`config.mk`:
```
export PLATFORM = sky130hd
export DESIGN_NAME = dbg_mailbox
export DESIGN_NICKNAME = d
export VERILOG_FILES = /design/src/rtl/mbx_pkg.sv /design/src/rtl/mbx_ctrl.sv /design/src/rtl/mbx_datapath.sv /design/src/rtl/dbg_mailbox.sv
export SDC_FILE = /design/constraint.sdc
export NUM_CORES = 1
export LEC_CHECK = 0
export CAP_MARGIN = 25
export CORE_MARGIN = 5
export CORE_UTILIZATION = 44
export CTS_CLUSTER_DIAMETER = 100
export DETAILED_ROUTE_END_ITERATION = 7
export PLACE_DENSITY = 0.86
export SYNTH_ARGS = -nofsm -noshare
export SYNTH_HDL_FRONTEND = slang
export SYNTH_SLANG_ARGS = --single-unit
export TNS_END_PERCENT = 30
```
`constraint.sdc`:
```
create_clock -name clk -period 1.8 [get_ports clk]
set_input_delay 0.18 -clock clk [delete_from_list [all_inputs] [get_ports clk]]
set_output_delay 0.18 -clock clk [all_outputs]
set_load 0.02 [all_outputs]
```
`src/rtl/mbx_pkg.sv`:
```
package mbx_pkg;

  localparam int unsigned OFF_TX_DATA = 'h100;
  localparam int unsigned OFF_TX_CTRL = 'h104;
  localparam int unsigned OFF_RX_DATA = 'h108;
  localparam int unsigned OFF_RX_CTRL = 'h10C;
  localparam int unsigned OFF_TX_PEEK = 'h110;
  localparam int unsigned OFF_RX_PEEK = 'h114;

  localparam int unsigned NUM_PORTS = 2;
  localparam int unsigned PORT_HOST = 0;
  localparam int unsigned PORT_DEV  = 1;

  typedef enum logic [2:0] {
    SEL_NONE,
    SEL_TX_DATA,
    SEL_TX_CTRL,
    SEL_RX_DATA,
    SEL_RX_CTRL,
    SEL_TX_PEEK,
    SEL_RX_PEEK
  } mbx_sel_t;

  typedef struct packed {
    logic txLoad;
    logic txTake;
    logic txFlagLoad;
    logic rxLoad;
    logic rxTake;
    logic rxFlagLoad;
  } mbx_strobe_t;

endpackage

```
`src/rtl/mbx_ctrl.sv`:
```
module mbx_ctrl
  import mbx_pkg::*;
#(
  parameter int unsigned ADDR_W = 12
) (
  input  logic              clk,
  input  logic              rstN,
  input  logic              hostWrEn,
  input  logic              hostRdEn,
  input  logic [ADDR_W-1:0] hostAddr,
  input  logic              devWrEn,
  input  logic              devRdEn,
  input  logic [ADDR_W-1:0] devAddr,
  input  logic              txFull,
  output mbx_strobe_t       strobe,
  output mbx_sel_t          hostSel,
  output mbx_sel_t          devSel,
  output logic              txEvent,
  output logic              rxEvent
);

  localparam logic [ADDR_W-1:0] A_TX_DATA = ADDR_W'(OFF_TX_DATA);
  localparam logic [ADDR_W-1:0] A_TX_CTRL = ADDR_W'(OFF_TX_CTRL);
  localparam logic [ADDR_W-1:0] A_RX_DATA = ADDR_W'(OFF_RX_DATA);
  localparam logic [ADDR_W-1:0] A_RX_CTRL = ADDR_W'(OFF_RX_CTRL);
  localparam logic [ADDR_W-1:0] A_TX_PEEK = ADDR_W'(OFF_TX_PEEK);
  localparam logic [ADDR_W-1:0] A_RX_PEEK = ADDR_W'(OFF_RX_PEEK);

  function automatic mbx_sel_t decodeSel(input logic en, input logic [ADDR_W-1:0] addr);
    mbx_sel_t sel;
    sel = SEL_NONE;
    if (en) begin
      unique case (addr)
        A_TX_DATA: sel = SEL_TX_DATA;
        A_TX_CTRL: sel = SEL_TX_CTRL;
        A_RX_DATA: sel = SEL_RX_DATA;
        A_RX_CTRL: sel = SEL_RX_CTRL;
        A_TX_PEEK: sel = SEL_TX_PEEK;
        A_RX_PEEK: sel = SEL_RX_PEEK;
        default:   sel = SEL_NONE;
      endcase
    end
    return sel;
  endfunction

  logic hostTxWr;
  logic hostTxFlagWr;
  logic hostRxRd;
  logic devTxRd;
  logic devRxWr;
  logic devRxFlagWr;
  logic devRxRd;

  always_comb begin
    hostTxWr     = hostWrEn && (hostAddr == A_TX_DATA);
    hostTxFlagWr = hostWrEn && (hostAddr == A_TX_CTRL);
    hostRxRd     = hostRdEn && (hostAddr == A_RX_DATA);
    devTxRd      = devRdEn  && (devAddr  == A_TX_DATA);
    devRxWr      = devWrEn  && (devAddr  == A_RX_DATA);
    devRxFlagWr  = devWrEn  && (devAddr  == A_RX_CTRL);
    devRxRd      = devRdEn  && (devAddr  == A_RX_DATA);
  end

  always_comb begin
    strobe.txLoad     = hostTxWr;
    strobe.txTake     = devTxRd;
    strobe.txFlagLoad = hostTxFlagWr;
    strobe.rxLoad     = devRxWr;
    strobe.rxTake     = hostRxRd || devRxRd;
    strobe.rxFlagLoad = devRxFlagWr;
  end

  always_comb begin
    hostSel = decodeSel(hostRdEn, hostAddr);
    devSel  = decodeSel(devRdEn, devAddr);
  end

  // consumption event: a real hand-over, not a read of a stale word or a collision
  always_ff @(posedge clk) begin
    if (!rstN) begin
      txEvent <= 1'b0;
      rxEvent <= 1'b0;
    end else begin
      txEvent <= devTxRd && txFull && !hostTxWr;
      rxEvent <= devRxWr;
    end
  end

endmodule

```
`src/rtl/mbx_datapath.sv`:
```
module mbx_datapath
  import mbx_pkg::*;
#(
  parameter int unsigned DATA_W = 32,
  parameter int unsigned FLAG_W = 7
) (
  input  logic              clk,
  input  logic              rstN,
  input  mbx_strobe_t       strobe,
  input  logic [DATA_W-1:0] hostWrData,
  input  logic [DATA_W-1:0] devWrData,
  input  mbx_sel_t          portSel [NUM_PORTS],
  output logic [DATA_W-1:0] portRd  [NUM_PORTS],
  output logic              txFull,
  output logic              rxFull
);

  localparam int unsigned PAD_W = DATA_W - FLAG_W - 1;

  logic [DATA_W-1:0] txWord;
  logic [DATA_W-1:0] rxWord;
  logic [FLAG_W-1:0] txFlags;
  logic [FLAG_W-1:0] rxFlags;
  logic [DATA_W-1:0] txCtrlWord;
  logic [DATA_W-1:0] rxCtrlWord;

  // outbound mailbox: load wins over take, so a collision ends FULL
  always_ff @(posedge clk) begin
    if (!rstN) begin
      txWord  <= '0;
      txFull  <= 1'b0;
      txFlags <= '0;
    end else begin
      if (strobe.txLoad) begin
        txWord <= hostWrData;
        txFull <= 1'b1;
      end else if (strobe.txTake) begin
        txFull <= 1'b0;
      end
      if (strobe.txFlagLoad) txFlags <= hostWrData[FLAG_W:1];
    end
  end

  // inbound mailbox: same priority rule
  always_ff @(posedge clk) begin
    if (!rstN) begin
      rxWord  <= '0;
      rxFull  <= 1'b0;
      rxFlags <= '0;
    end else begin
      if (strobe.rxLoad) begin
        rxWord <= devWrData;
        rxFull <= 1'b1;
      end else if (strobe.rxTake) begin
        rxFull <= 1'b0;
      end
      if (strobe.rxFlagLoad) rxFlags <= devWrData[FLAG_W:1];
    end
  end

  always_comb begin
    txCtrlWord = {{PAD_W{1'b0}}, txFlags, txFull};
    rxCtrlWord = {{PAD_W{1'b0}}, rxFlags, rxFull};
  end

  for (genvar p = 0; p < NUM_PORTS; p++) begin : g_rdPort
    always_comb begin
      unique case (portSel[p])
        SEL_TX_DATA, SEL_TX_PEEK: portRd[p] = txWord;
        SEL_RX_DATA, SEL_RX_PEEK: portRd[p] = rxWord;
        SEL_TX_CTRL:              portRd[p] = txCtrlWord;
        SEL_RX_CTRL:              portRd[p] = rxCtrlWord;
        default:                  portRd[p] = '0;
      endcase
    end
  end

endmodule

```
`src/rtl/dbg_mailbox.sv`:
```
module dbg_mailbox
  import mbx_pkg::*;
#(
  parameter int unsigned DATA_W = 32,
  parameter int unsigned FLAG_W = 7,
  parameter int unsigned ADDR_W = 12
) (
  input  logic              clk,
  input  logic              rstN,
  input  logic              hostWrEn,
  input  logic              hostRdEn,
  input  logic [ADDR_W-1:0] hostAddr,
  input  logic [DATA_W-1:0] hostWrData,
  output logic [DATA_W-1:0] hostRdData,
  input  logic              devWrEn,
  input  logic              devRdEn,
  input  logic [ADDR_W-1:0] devAddr,
  input  logic [DATA_W-1:0] devWrData,
  output logic [DATA_W-1:0] devRdData,
  output logic              txEvent,
  output logic              rxEvent
);

  mbx_strobe_t       strobe;
  mbx_sel_t          portSel [NUM_PORTS];
  logic [DATA_W-1:0] portRd  [NUM_PORTS];
  logic              txFull;
  logic              rxFull;

  mbx_ctrl #(.ADDR_W(ADDR_W)) u_ctrl (
    .clk      (clk),
    .rstN     (rstN),
    .hostWrEn (hostWrEn),
    .hostRdEn (hostRdEn),
    .hostAddr (hostAddr),
    .devWrEn  (devWrEn),
    .devRdEn  (devRdEn),
    .devAddr  (devAddr),
    .txFull   (txFull),
    .strobe   (strobe),
    .hostSel  (portSel[PORT_HOST]),
    .devSel   (portSel[PORT_DEV]),
    .txEvent  (txEvent),
    .rxEvent  (rxEvent)
  );

  mbx_datapath #(.DATA_W(DATA_W), .FLAG_W(FLAG_W)) u_datapath (
    .clk        (clk),
    .rstN       (rstN),
    .strobe     (strobe),
    .hostWrData (hostWrData),
    .devWrData  (devWrData),
    .portSel    (portSel),
    .portRd     (portRd),
    .txFull     (txFull),
    .rxFull     (rxFull)
  );

  assign hostRdData = portRd[PORT_HOST];
  assign devRdData  = portRd[PORT_DEV];

endmodule

```
==> run_results.csv, run 1 <==
group,metric,value,unit
worst_setup_path,path_buf_inv,5,
drt,wirelength,15200,um
timing,hold_viol,0,
drt,drtAntennaViolNets,0,
synth,synth-edff-count,0,
worst_setup_path,cp_cell_sequence,"buf_6 -> nor4b_4 -> nand4_1 -> buf_4 -> nor2b_4 -> buf_6 -> buf_12 -> a22o_1 -> buf_6",
cts,cts.htree.levels,3,
global_routing,grt_antenna_before_repair,0,
worst_hold_path,hold_path.class,"in2reg",
status,failed_checks,"DRC, setup timing",
die,die_x,106,um
worst_setup_path,startpoint,"devAddr[0]",
job,maxCapViolations,0,
layout,layout.cells.non_filler,775,
worst_setup_path,end_kind,"output port",
worst_setup_path,rr_startpoint,"u_datapath.txFull$_SDFFE_PN0P_",
layout,fill_cells,639,
die,initial_core_util,44.4,%
timing,setup_viol,43,
worst_hold_path,min_from,"devAddr[4]",
worst_setup_path,cpPeakStageDelay,0.33,ns
global_routing,overflow,0,
placement,dpl.hpwl,10100,um
synth,synth-seq-cells,82,
worst_setup_path,cp.required,1.62,ns
placement,gp_congestion,0.917,
global_routing,grt_pass1_wl,23700,um
drt,routedWlPerCell,19.6,um
timing,fin_ws,-0.0911,ns
timing,timing.fmax,529,MHz
timing,post-route-period-util,105,%
global_routing,grt_max_degree,82,
synth,synth_warnings,0,
synth,yosys.area.top_type_share,40.6,%
cts,clock_path_buffers,2,
pwr,power.total,3820,uW
synth,syn_nets,552,
die,die_h,106,um
drt,drt_iter0_markers,367,
worst_setup_path,crit_family,"simple AND/OR/NAND/NOR gates",
timing,finalCriticalPeriod,1.89,ns
die,dieArea,0.0112,sq mm
timing,worst_pin_slew,0.384,ns
die,io_pins,160,
layout,regArea,0.00164,sq mm
cts,cts_sinks,82,
layout,area_growth,61.4,%
worst_setup_path,worstSetupPathType,"in2out",
drt,drt-pass1-iter-count,8,
status,status,"finished with violations",
synth,yosysSeqAreaShare,40.6,%
worst_setup_path,cpMostUsedCell,"buf_6",
synth,synth_cell_types,34,
placement,numPortBuffers,159,
drt,num_vias,4472,
cts,cts_tree,"built",
synth,synthArstFlopShare,0,%
worst_setup_path,worstPathArrival,1.71,ns
timing,slew_headroom,74.0,%
cts,cts-root-buf,"clkbuf_8",
layout,layout-drive-gt1-share,27.8,%
worst_setup_path,cp-start-kind,"input port",
layout,final_nets,752,
cts,cts_hold_buf,0,
die,rows,35,
timing,drv_slew,0,
global_routing,grt_pass1_vias,4636,
synth,syn_area,0.00404,sq mm
drt,drcViolationCount,2,
pwr,vdd_drop_max,0.412,mV
cts,cts_buffers,9,
layout,multi_input_area,0.00225,sq mm
synth,ys.flop_type,"dfxtp_1",
timing,tns,-1.93,ns
worst_setup_path,cp_max_fo,6,
cts,clkLatencyLatePin,0.34,ns
synth,avgSynthCellArea,8.82,sq um
synth,yosysTopAreaCell,"dfxtp_1",
synth,synthCells,458,
timing,rsz0062_at_grt,"yes",
global_routing,track_usage,26.4,%
timing,fin_skew,0.00161,ns
pwr,power_leakage,0.00288,uW
drt,vias_per_cell,5.77,
die,core_area,0.00911,sq mm
synth,synth_top_cells_by_area,"dfxtp_1, mux2i_1, a22o_1",
worst_setup_path,cp_slowest_cell,"nor4b_4",
cts,clkTransAtPathRegs,0.08,ns
placement,dp_cells,736,
pwr,p_per_area,585,mW/mm^2
layout,fin_util,71.6,%
cells in the mapped netlist, drive strengths merged (2+ instances only):
cell type and instances:
a2bb2oi 8, mux2 8, nand4 7, nand2 75, a21oi 49, nor3 4, o21ai 2, dfxtp 82
nor4b 4, a22o 48, clkbuf 14, buf 22, or3b 2, nor3b 2, nor2b 12, a222oi 8
nor2 58, mux2i 46
registers in the layout, indices dropped and copies added (netlist names):
register / flops
u_datapath.txFull: 1
u_datapath.rxWord: 32
u_datapath.rxFull: 1
u_ctrl.txEvent: 1
u_datapath.txFlags: 7
u_datapath.txWord: 32
u_ctrl.rxEvent: 1
u_datapath.rxFlags: 7
layout make-up:
cell class	count	area share [%]
Sequential cell	82	25.2
Antenna cell	1	0.0384
Clock inverter	6	1.75
Multi-Input combinational cell	339	34.5
Clock buffer	10	2.11
Timing Repair Buffer	225	34.3
Tap cell	111	2.13
Inverter	1	0.0576
layout by cell type, fill, tap and decap left out, types with 2 or more instances in the layout:
| cell | n |
|---|---|
| a21oi_1 | 49 |
| a222oi_1 | 8 |
| a22o_1 | 48 |
| a2bb2oi_1 | 8 |
| buf_12 | 6 |
| buf_16 | 2 |
| buf_2 | 13 |
| buf_4 | 45 |
| buf_6 | 64 |
| bufinv_16 | 3 |
| clkbuf_2 | 3 |
| clkbuf_8 | 10 |
| clkdlybuf4s15_1 | 5 |
| clkdlybuf4s15_2 | 6 |
| clkdlybuf4s50_1 | 69 |
| clkinvlp_4 | 2 |
| dfxtp_1 | 82 |
| dlygate4sd2_1 | 11 |
| mux2_2 | 8 |
| mux2i_1 | 46 |
| nand2_1 | 75 |
| nand4_1 | 6 |
| nor2_1 | 55 |
| nor2_2 | 3 |
| nor2b_1 | 9 |
| nor2b_4 | 2 |
| nor3_2 | 2 |
| nor3_4 | 2 |
| nor4b_4 | 2 |
| o21ai_2 | 2 |
| or3b_4 | 2 |
per-stage QoR:
step	area [sq um]	hold WS [ns]	setup WS, ns
2_1_floorplan	4040	0.320	0.185
3_3_place_gp	5990	0.455	-0.793
3_5_place_dp	5990	0.462	-0.825
4_1_cts	6570	0.360	-0.0735
5_1_grt	6520	0.382	-0.142
6_report	6520	0.371	-0.0911
per-layer routing:
| layer | routed length (um) | share of wire [%] | GRT usage, % |
|---|---|---|---|
| met3 | 1160 | 7.6 | 4.84 |
| met2 | 7760 | 51 | 47.9 |
| met1 | 5660 | 37 | 30.2 |
| met4 | 614 | 4.0 | 11.1 |
| met5 | 0 | 0 | 0 |
worst paths after layout:
kind,to,slack (ns),cells past startpoint
worst max register to register,u_ctrl.txEvent$_SDFF_PN0_,1.03,3
worst min-delay path,u_datapath.txFull$_SDFFE_PN0P_,0.37,4
worst min register to register,u_datapath.txWord[8]$_SDFFE_PN0P_,0.48,2
worst max-delay path,devRdData[23],-0.09,9
power breakdown:
group	leakage, uW	total [uW]	internal, uW	switching [uW]
logic	0.00210	377	230	147
registers	0.000660	1810	1810	0.171
clock network	0.000119	1630	961	666
total	0.00288	3820	3000	813
worst min-delay path, delay by kind of cell:
kind | cells | cell delay, ns
buffers and inverters | 2 | 0.33
AOI/OAI and AO/OA | 1 | 0.11
and+or+nand+nor | 1 | 0.06
timing repair:
item | CTS | global route
resized for setup | 428 | 10
gates cloned | 8 | 0
pin swaps | 40 | 17
endpoints found under the setup margin | 64 | 59
buffers inserted | 17 | 0
cell families after synthesis:
group	count (synthesis)	synth area share [%]
AND/OR/NAND/NOR	168	19.9
AO/OA/AOI/OAI	117	21.0
flip-flops	82	40.6
multiplexers	54	13.6
buffers and inverters	37	4.86
(Power assumes the default switching activity.)
==> inputs of run 2 (changes only) <==
--- a/config.mk
+++ b/config.mk
@@ -11,2 +11,3 @@
 export CTS_CLUSTER_DIAMETER = 100
+export CTS_CLUSTER_SIZE = 16
 export DETAILED_ROUTE_END_ITERATION = 7
--- a/constraint.sdc
+++ b/constraint.sdc
@@ -3,2 +3,2 @@
 set_output_delay 0.18 -clock clk [all_outputs]
-set_load 0.02 [all_outputs]
+set_load 0.05 [all_outputs]
==> run 2 against run 1 <==
Effect of this change: the flow finishes with violations (setup timing); clock skew increased by 0.0029 ns; clock power is 8% lower; global-route usage up 0.44 points; combinational power up 3%; largest power group unchanged.
==> run_results.csv, run 2 (same netlist as run 1, synthesis figures left out) <==
group,metric,value,unit
timing,fin_skew,0.00450,ns
layout,fill_cells,461,
worst_setup_path,crit_end,"hostRdData[19]",
pwr,p_sw,874,uW
drt,drt-pass1-iter-count,6,
timing,hold_viol,0,
cts,cts_sinks,82,
placement,post_dp_cell_area,0.00661,sq mm
cts,clkLatencyLatePin,0.35,ns
die,die_h,106,um
layout,layout-drive-gt1-share,32.7,%
pwr,combPwrFrac,10.5,%
global_routing,grt_max_degree,42,
timing,rsz0062_at_grt,"yes",
global_routing,track_usage,26.9,%
layout,multi_input_area,0.00253,sq mm
worst_setup_path,r2r_cells,2,
layout,layout_commonest_cell,"dfxtp_1",
pwr,power.total,3700,uW
layout,layout.cells.non_filler,769,
placement,dpl.hpwl,10800,um
cts,cts_tree,"built",
pwr,switching_share,23.6,%
layout,area_growth,82.9,%
cts,clkTransAtPathRegs,0.09,ns
global_routing,grt_antenna_before_repair,0,
layout,post-route-cell-area,0.00739,sq mm
worst_setup_path,cp_max_fo,8,
worst_setup_path,rr_startpoint,"u_datapath.rxWord[31]$_SDFFE_PN0P_",
worst_setup_path,cp.required,1.62,ns
global_routing,overflow,0,
status,status,"finished with violations",
placement,numPortBuffers,159,
worst_setup_path,cp-start-kind,"input port",
cts,cts-root-buf,"clkbuf_8",
timing,timing.fmax,502,MHz
die,core_area,0.00911,sq mm
pwr,p_per_area,500,mW/mm^2
timing,slew_headroom,61.7,%
timing,worst_pin_slew,0.573,ns
cts,clock_path_buffers,2,
drt,vias_per_cell,6.30,
layout,final_nets,746,
layout,regArea,0.00164,sq mm
drt,drcViolationCount,0,
die,initial_core_util,44.4,%
worst_hold_path,hold_path.class,"in2reg",
worst_setup_path,r2r_slack,0.91,ns
worst_setup_path,startpoint,"hostAddr[11]",
pwr,power_leakage,0.00326,uW
die,die_x,106,um
drt,drt_iter0_markers,520,
drt,wirelength,18700,um
status,failed_checks,"setup timing",
pwr,cell_internal_pwr,2820,uW
worst_setup_path,worstPathArrival,1.81,ns
job,maxCapViolations,0,
drt,routedWlPerCell,24.3,um
layout,largest_registers,"u_datapath.rxWord x32, u_datapath.txWord x32",
timing,tns,-5.02,ns
worst_setup_path,end_kind,"output port",
worst_setup_path,regToRegEndpoint,"u_datapath.rxWord[31]$_SDFFE_PN0P_",
drt,num_vias,4841,
timing,finalCriticalPeriod,1.99,ns
layout,mostFrequentLayoutCells,"dfxtp_1, nand2_1, buf_12, clkdlybuf4s50_1, nor2_1",
drt,drtAntennaViolNets,0,
die,dieArea,0.0112,sq mm
die,rows,35,
placement,gp_congestion,0.902,
placement,dp_cells,734,
global_routing,grt_pass1_vias,4528,
global_routing,grt_pass1_wl,24000,um
timing,drv_slew,0,
pwr,p_seq_share,49.0,%
die,io_pins,160,
timing,holdWs,0.331,ns
cts,cts_buffers,9,
cts,cts.htree.levels,3,
timing,setup_viol,53,
pwr,pwr-share-clk,40.5,%
timing,fin_ws,-0.192,ns
worst_setup_path,worstSetupPathType,"in2out",
pwr,vdd_drop_max,0.450,mV
timing,post-route-period-util,111,%
-- run 2: cell count changes in the layout (fill, tap and decap cells not counted), sizes merged --
cell and delta:
clkinv +2, clkbuf +2, dlygate4sd2 -5, dlymetal6s2s +9, bufinv -1, clkdlybuf4s15 -10
buf -3
-- run 2: worst min-delay path by stage --
| stage | start | to | slack [ns] | cells past startpoint |
|---|---|---|---|---|
| CTS | hostWrData[17] | u_datapath.txWord[17]$_SDFFE_PN0P_ | 0.38 | 3 |
| global route | devAddr[9] | u_datapath.rxFull$_SDFFE_PN0P_ | 0.34 | 5 |
| global placement | u_datapath.txWord[1]$_SDFFE_PN0P_ | u_datapath.txWord[1]$_SDFFE_PN0P_ | 0.45 | 2 |
| finish | devAddr[9] | u_ctrl.rxEvent$_SDFF_PN0_ | 0.33 | 5 |
| detailed placement | u_datapath.txWord[21]$_SDFFE_PN0P_ | u_datapath.txWord[21]$_SDFFE_PN0P_ | 0.46 | 2 |
| floorplan | hostWrData[0] | u_datapath.txWord[0]$_SDFFE_PN0P_ | 0.32 | 2 |
-- run 2: worst max-delay path, cell delays in order --
cell     delay (ns)
buf_6          0.09
nor4b_4        0.35
nand4_1        0.19
buf_4          0.18
nor3_4         0.17
buf_6          0.16
buf_8          0.14
a22o_1         0.20
buf_12         0.15
-- run 2: area by class of cell --
cell class / instances / area share (%)
Tap cell: 111 / 1.88
Clock buffer: 9 / 1.68
Multi-Input combinational cell: 339 / 34.2
Timing Repair Buffer: 219 / 38.7
Antenna cell: 1 / 0.0339
Clock inverter: 7 / 1.27
Inverter: 1 / 0.0508
Sequential cell: 82 / 22.2
-- run 2: power groups by stage --
stage / Clock, uW / Combinational [uW] / Sequential (uW)
floorplan: 0 / 80.4 / 1860
global placement: 0 / 354 / 1860
detailed placement: 0 / 362 / 1860
CTS: 1480 / 367 / 1810
global route: 1580 / 401 / 1810
finish: 1500 / 388 / 1810
-- run 2: layer usage --
layer / share of wire [%] / up-vias / GRT usage [%]
met1: 35 / 2283 / 31.4
li1: - / 2039 / -
met4: 5.7 / 0 / 10.4
met5: 0 / - / 0
met2: 51 / 412 / 48.5
met3: 8.8 / 107 / 4.78
-- run 2: through the flow --
| stage | util [%] | worst slack [ns] |
|---|---|---|
| floorplan | - | -0.0423 |
| global placement | 72.6 | -0.390 |
| detailed placement | 72.6 | -0.462 |
| CTS | 77.0 | -0.292 |
| global route | 81.1 | -0.247 |
| finish | 81.1 | -0.192 |
-- run 2: repair_timing --
item / 4_1_cts / 5_1_grt
pin swaps: 34 / 37
resized for setup: 72 / 54
endpoints found under the setup margin: 64 / 68
gates cloned: 3 / 5
hold buffers: 0 / 0
setup buffers: 5 / 5
==> inputs of run 3 (changes only) <==
Settings changed: CORE_UTILIZATION 44 to 47, PLACE_DENSITY 0.86 to 0.91.
Clock period 1.8 ns to 2.4 ns, I/O delays scaled along.
==> run 3 against run 2 <==
Effect of this change: the flow now finishes without violations; via count down 4.2%; worst setup slack better by 0.22 ns; final cell count down 3.6%; clock power down 21%; utilization up 3.6 points; clock skew down 0.0044 ns; clock-buffer cell count up 2; routed wire length down 7.6%; die area down 5.8%; global-route usage up 1.5 points; highest routed layer unchanged.
==> run_results.csv, run 3 (same netlist as run 1, synthesis figures left out) <==
group,metric,value,unit
pwr,p_per_area,401,mW/mm^2
layout,area_growth,74.0,%
pwr,power_leakage,0.00301,uW
worst_hold_path,min_from,"hostWrData[29]",
global_routing,grt_pass1_wl,23200,um
timing,slew_headroom,63.8,%
global_routing,use_met2,50.5,%
worst_setup_path,cp_max_fo,11,
global_routing,overflow,0,
cts,cts_hold_buf,0,
global_routing,grt_max_degree,40,
global_routing,grt_pass1_vias,4542,
cts,cts_buffers,9,
worst_setup_path,worstPathArrival,2.13,ns
layout,mostFrequentLayoutCells,"clkdlybuf4s50_1, dfxtp_1, nand2_1, buf_12, nor2_1",
timing,worst_pin_slew,0.541,ns
layout,diodes,0,
worst_setup_path,r2r_cells,2,
timing,fin_skew,0.000151,ns
layout,layout-drive-gt1-share,25.3,%
timing,finalCriticalPeriod,2.37,ns
cts,cts_sinks,82,
timing,timing.fmax,422,MHz
die,die_h,103,um
global_routing,grt_antenna_before_repair,0,
cts,cts.htree.levels,3,
drt,drtAntennaViolNets,0,
drt,num_vias,4640,
layout,final_nets,725,
cts,clkLatencyLatePin,0.36,ns
worst_hold_path,holdPathEnd,"u_datapath.txWord[29]$_SDFFE_PN0P_",
worst_setup_path,cp_slowest_cell,"clkdlybuf4s50_1",
layout,largest_registers,"u_datapath.rxWord x32, u_datapath.txWord x32",
drt,wirelength,17300,um
cts,cts_tree,"built",
worst_setup_path,cp.required,2.16,ns
global_routing,grt_use_met1,32.5,%
global_routing,busiest_layer,"met2",
cts,clkTransAtPathRegs,0.08,ns
cts,clock_path_buffers,2,
worst_setup_path,regToRegEndpoint,"u_datapath.rxWord[23]$_SDFFE_PN0P_",
drt,drt_iter0_markers,408,
die,die_x,103,um
placement,numPortBuffers,159,
drt,routedWlPerCell,23.3,um
drt,vias_per_cell,6.26,
timing,drv_slew,0,
layout,layout_commonest_cell,"clkdlybuf4s50_1",
worst_setup_path,end_kind,"output port",
drt,drcViolationCount,0,
status,status,"finished, final reports clean",
placement,gp_congestion,0.840,
die,initial_core_util,48.7,%
worst_setup_path,cpPeakStageDelay,0.52,ns
placement,dp_cells,719,
layout,layout.cells.non_filler,741,
timing,hold_viol,0,
timing,setup_viol,0,
global_routing,track_usage,28.3,%
worst_hold_path,hold_depth,3,
timing,post-route-period-util,98.7,%
worst_setup_path,rr_startpoint,"u_datapath.rxWord[23]$_SDFFE_PN0P_",
die,dieArea,0.0106,sq mm
worst_setup_path,cp_cell_sequence,"clkdlybuf4s50_1 -> or3b_1 -> o21ai_2 -> nor2b_2 -> buf_4 -> a22o_1 -> buf_12",
cts,cts-root-buf,"clkbuf_8",
global_routing,use_met3,5.55,%
worst_setup_path,crit_family,"buffers and inverters",
worst_setup_path,path_buf_inv,3,
placement,dpl.hpwl,11200,um
worst_setup_path,cp-start-kind,"input port",
worst_hold_path,hold_path.class,"in2reg",
pwr,vdd_drop_max,0.292,mV
die,rows,33,
die,io_pins,160,
drt,drt-pass1-iter-count,6,
layout,fin_util,84.7,%
worst_setup_path,r2r_slack,1.49,ns
worst_setup_path,worstSetupPathType,"in2out",
die,core_area,0.00830,sq mm
job,maxCapViolations,0,
==> run 3: stage by stage <==
stage | hold WS [ns] | total power, uW | worst slack (ns) | instance area, sq um | setup TNS (ns)
finish | 0.445 | 2820 | 0.0313 | 7030 | 0
global placement | 0.452 | 1650 | 0.0361 | 6520 | 0
floorplan | 0.380 | 1450 | 0.438 | 4040 | 0
CTS | 0.424 | 2790 | 0.0484 | 6760 | 0
detailed placement | 0.464 | 1660 | -0.0314 | 6520 | -0.325
global route | 0.447 | 2890 | -0.0335 | 7030 | -0.438
==> run 3: worst max path at each step <==
| stage | cells after the start | startpoint | end |
|---|---|---|---|
| 6_report | 7 | hostAddr[4] | hostRdData[17] |
| 5_1_grt | 8 | devAddr[1] | devRdData[10] |
| 4_1_cts | 8 | hostAddr[9] | hostRdData[22] |
| 3_5_place_dp | 7 | hostAddr[9] | hostRdData[22] |
| 3_3_place_gp | 7 | hostAddr[9] | hostRdData[28] |
| 2_1_floorplan | 4 | devAddr[1] | devRdData[0] |
==> run 3: power breakdown <==
| group | total [uW] | internal [uW] | switching [uW] |
|---|---|---|---|
| combinational | 281 | 172 | 109 |
| sequential | 1360 | 1360 | 0.151 |
| clock | 1180 | 649 | 529 |
==> run 3: what timing repair did <==
item / 4_1_cts / 5_1_grt
pin swaps: 1 / 8
setup buffers: 1 / 4
gates cloned: 0 / 1
setup endpoints to repair: 21 / 47
gates resized for setup: 0 / 29
==> run 3: area by class of cell <==
class | instances | area [sq um]
tap | 105 | 131
timing repair buffer | 198 | 2610
sequential | 82 | 1640
multi-input combinational | 339 | 2400
fill | 413 | 1270
clock inverter | 5 | 85.1
clock buffer | 11 | 151
inverter | 1 | 3.75
==> run 3: layer usage <==
metal / vias to the layer above / wire (um)
met3: 84 / 1830
met4: 0 / 890
met2: 355 / 8740
met5: - / 0
li1: 1998 / -
met1: 2203 / 5810
==> run 3: worst register-to-register path, stage by stage, from the launching register on <==
cell,delay (ns)
dfxtp_1,0.46
mux2i_1,0.12
nor2_1,0.23
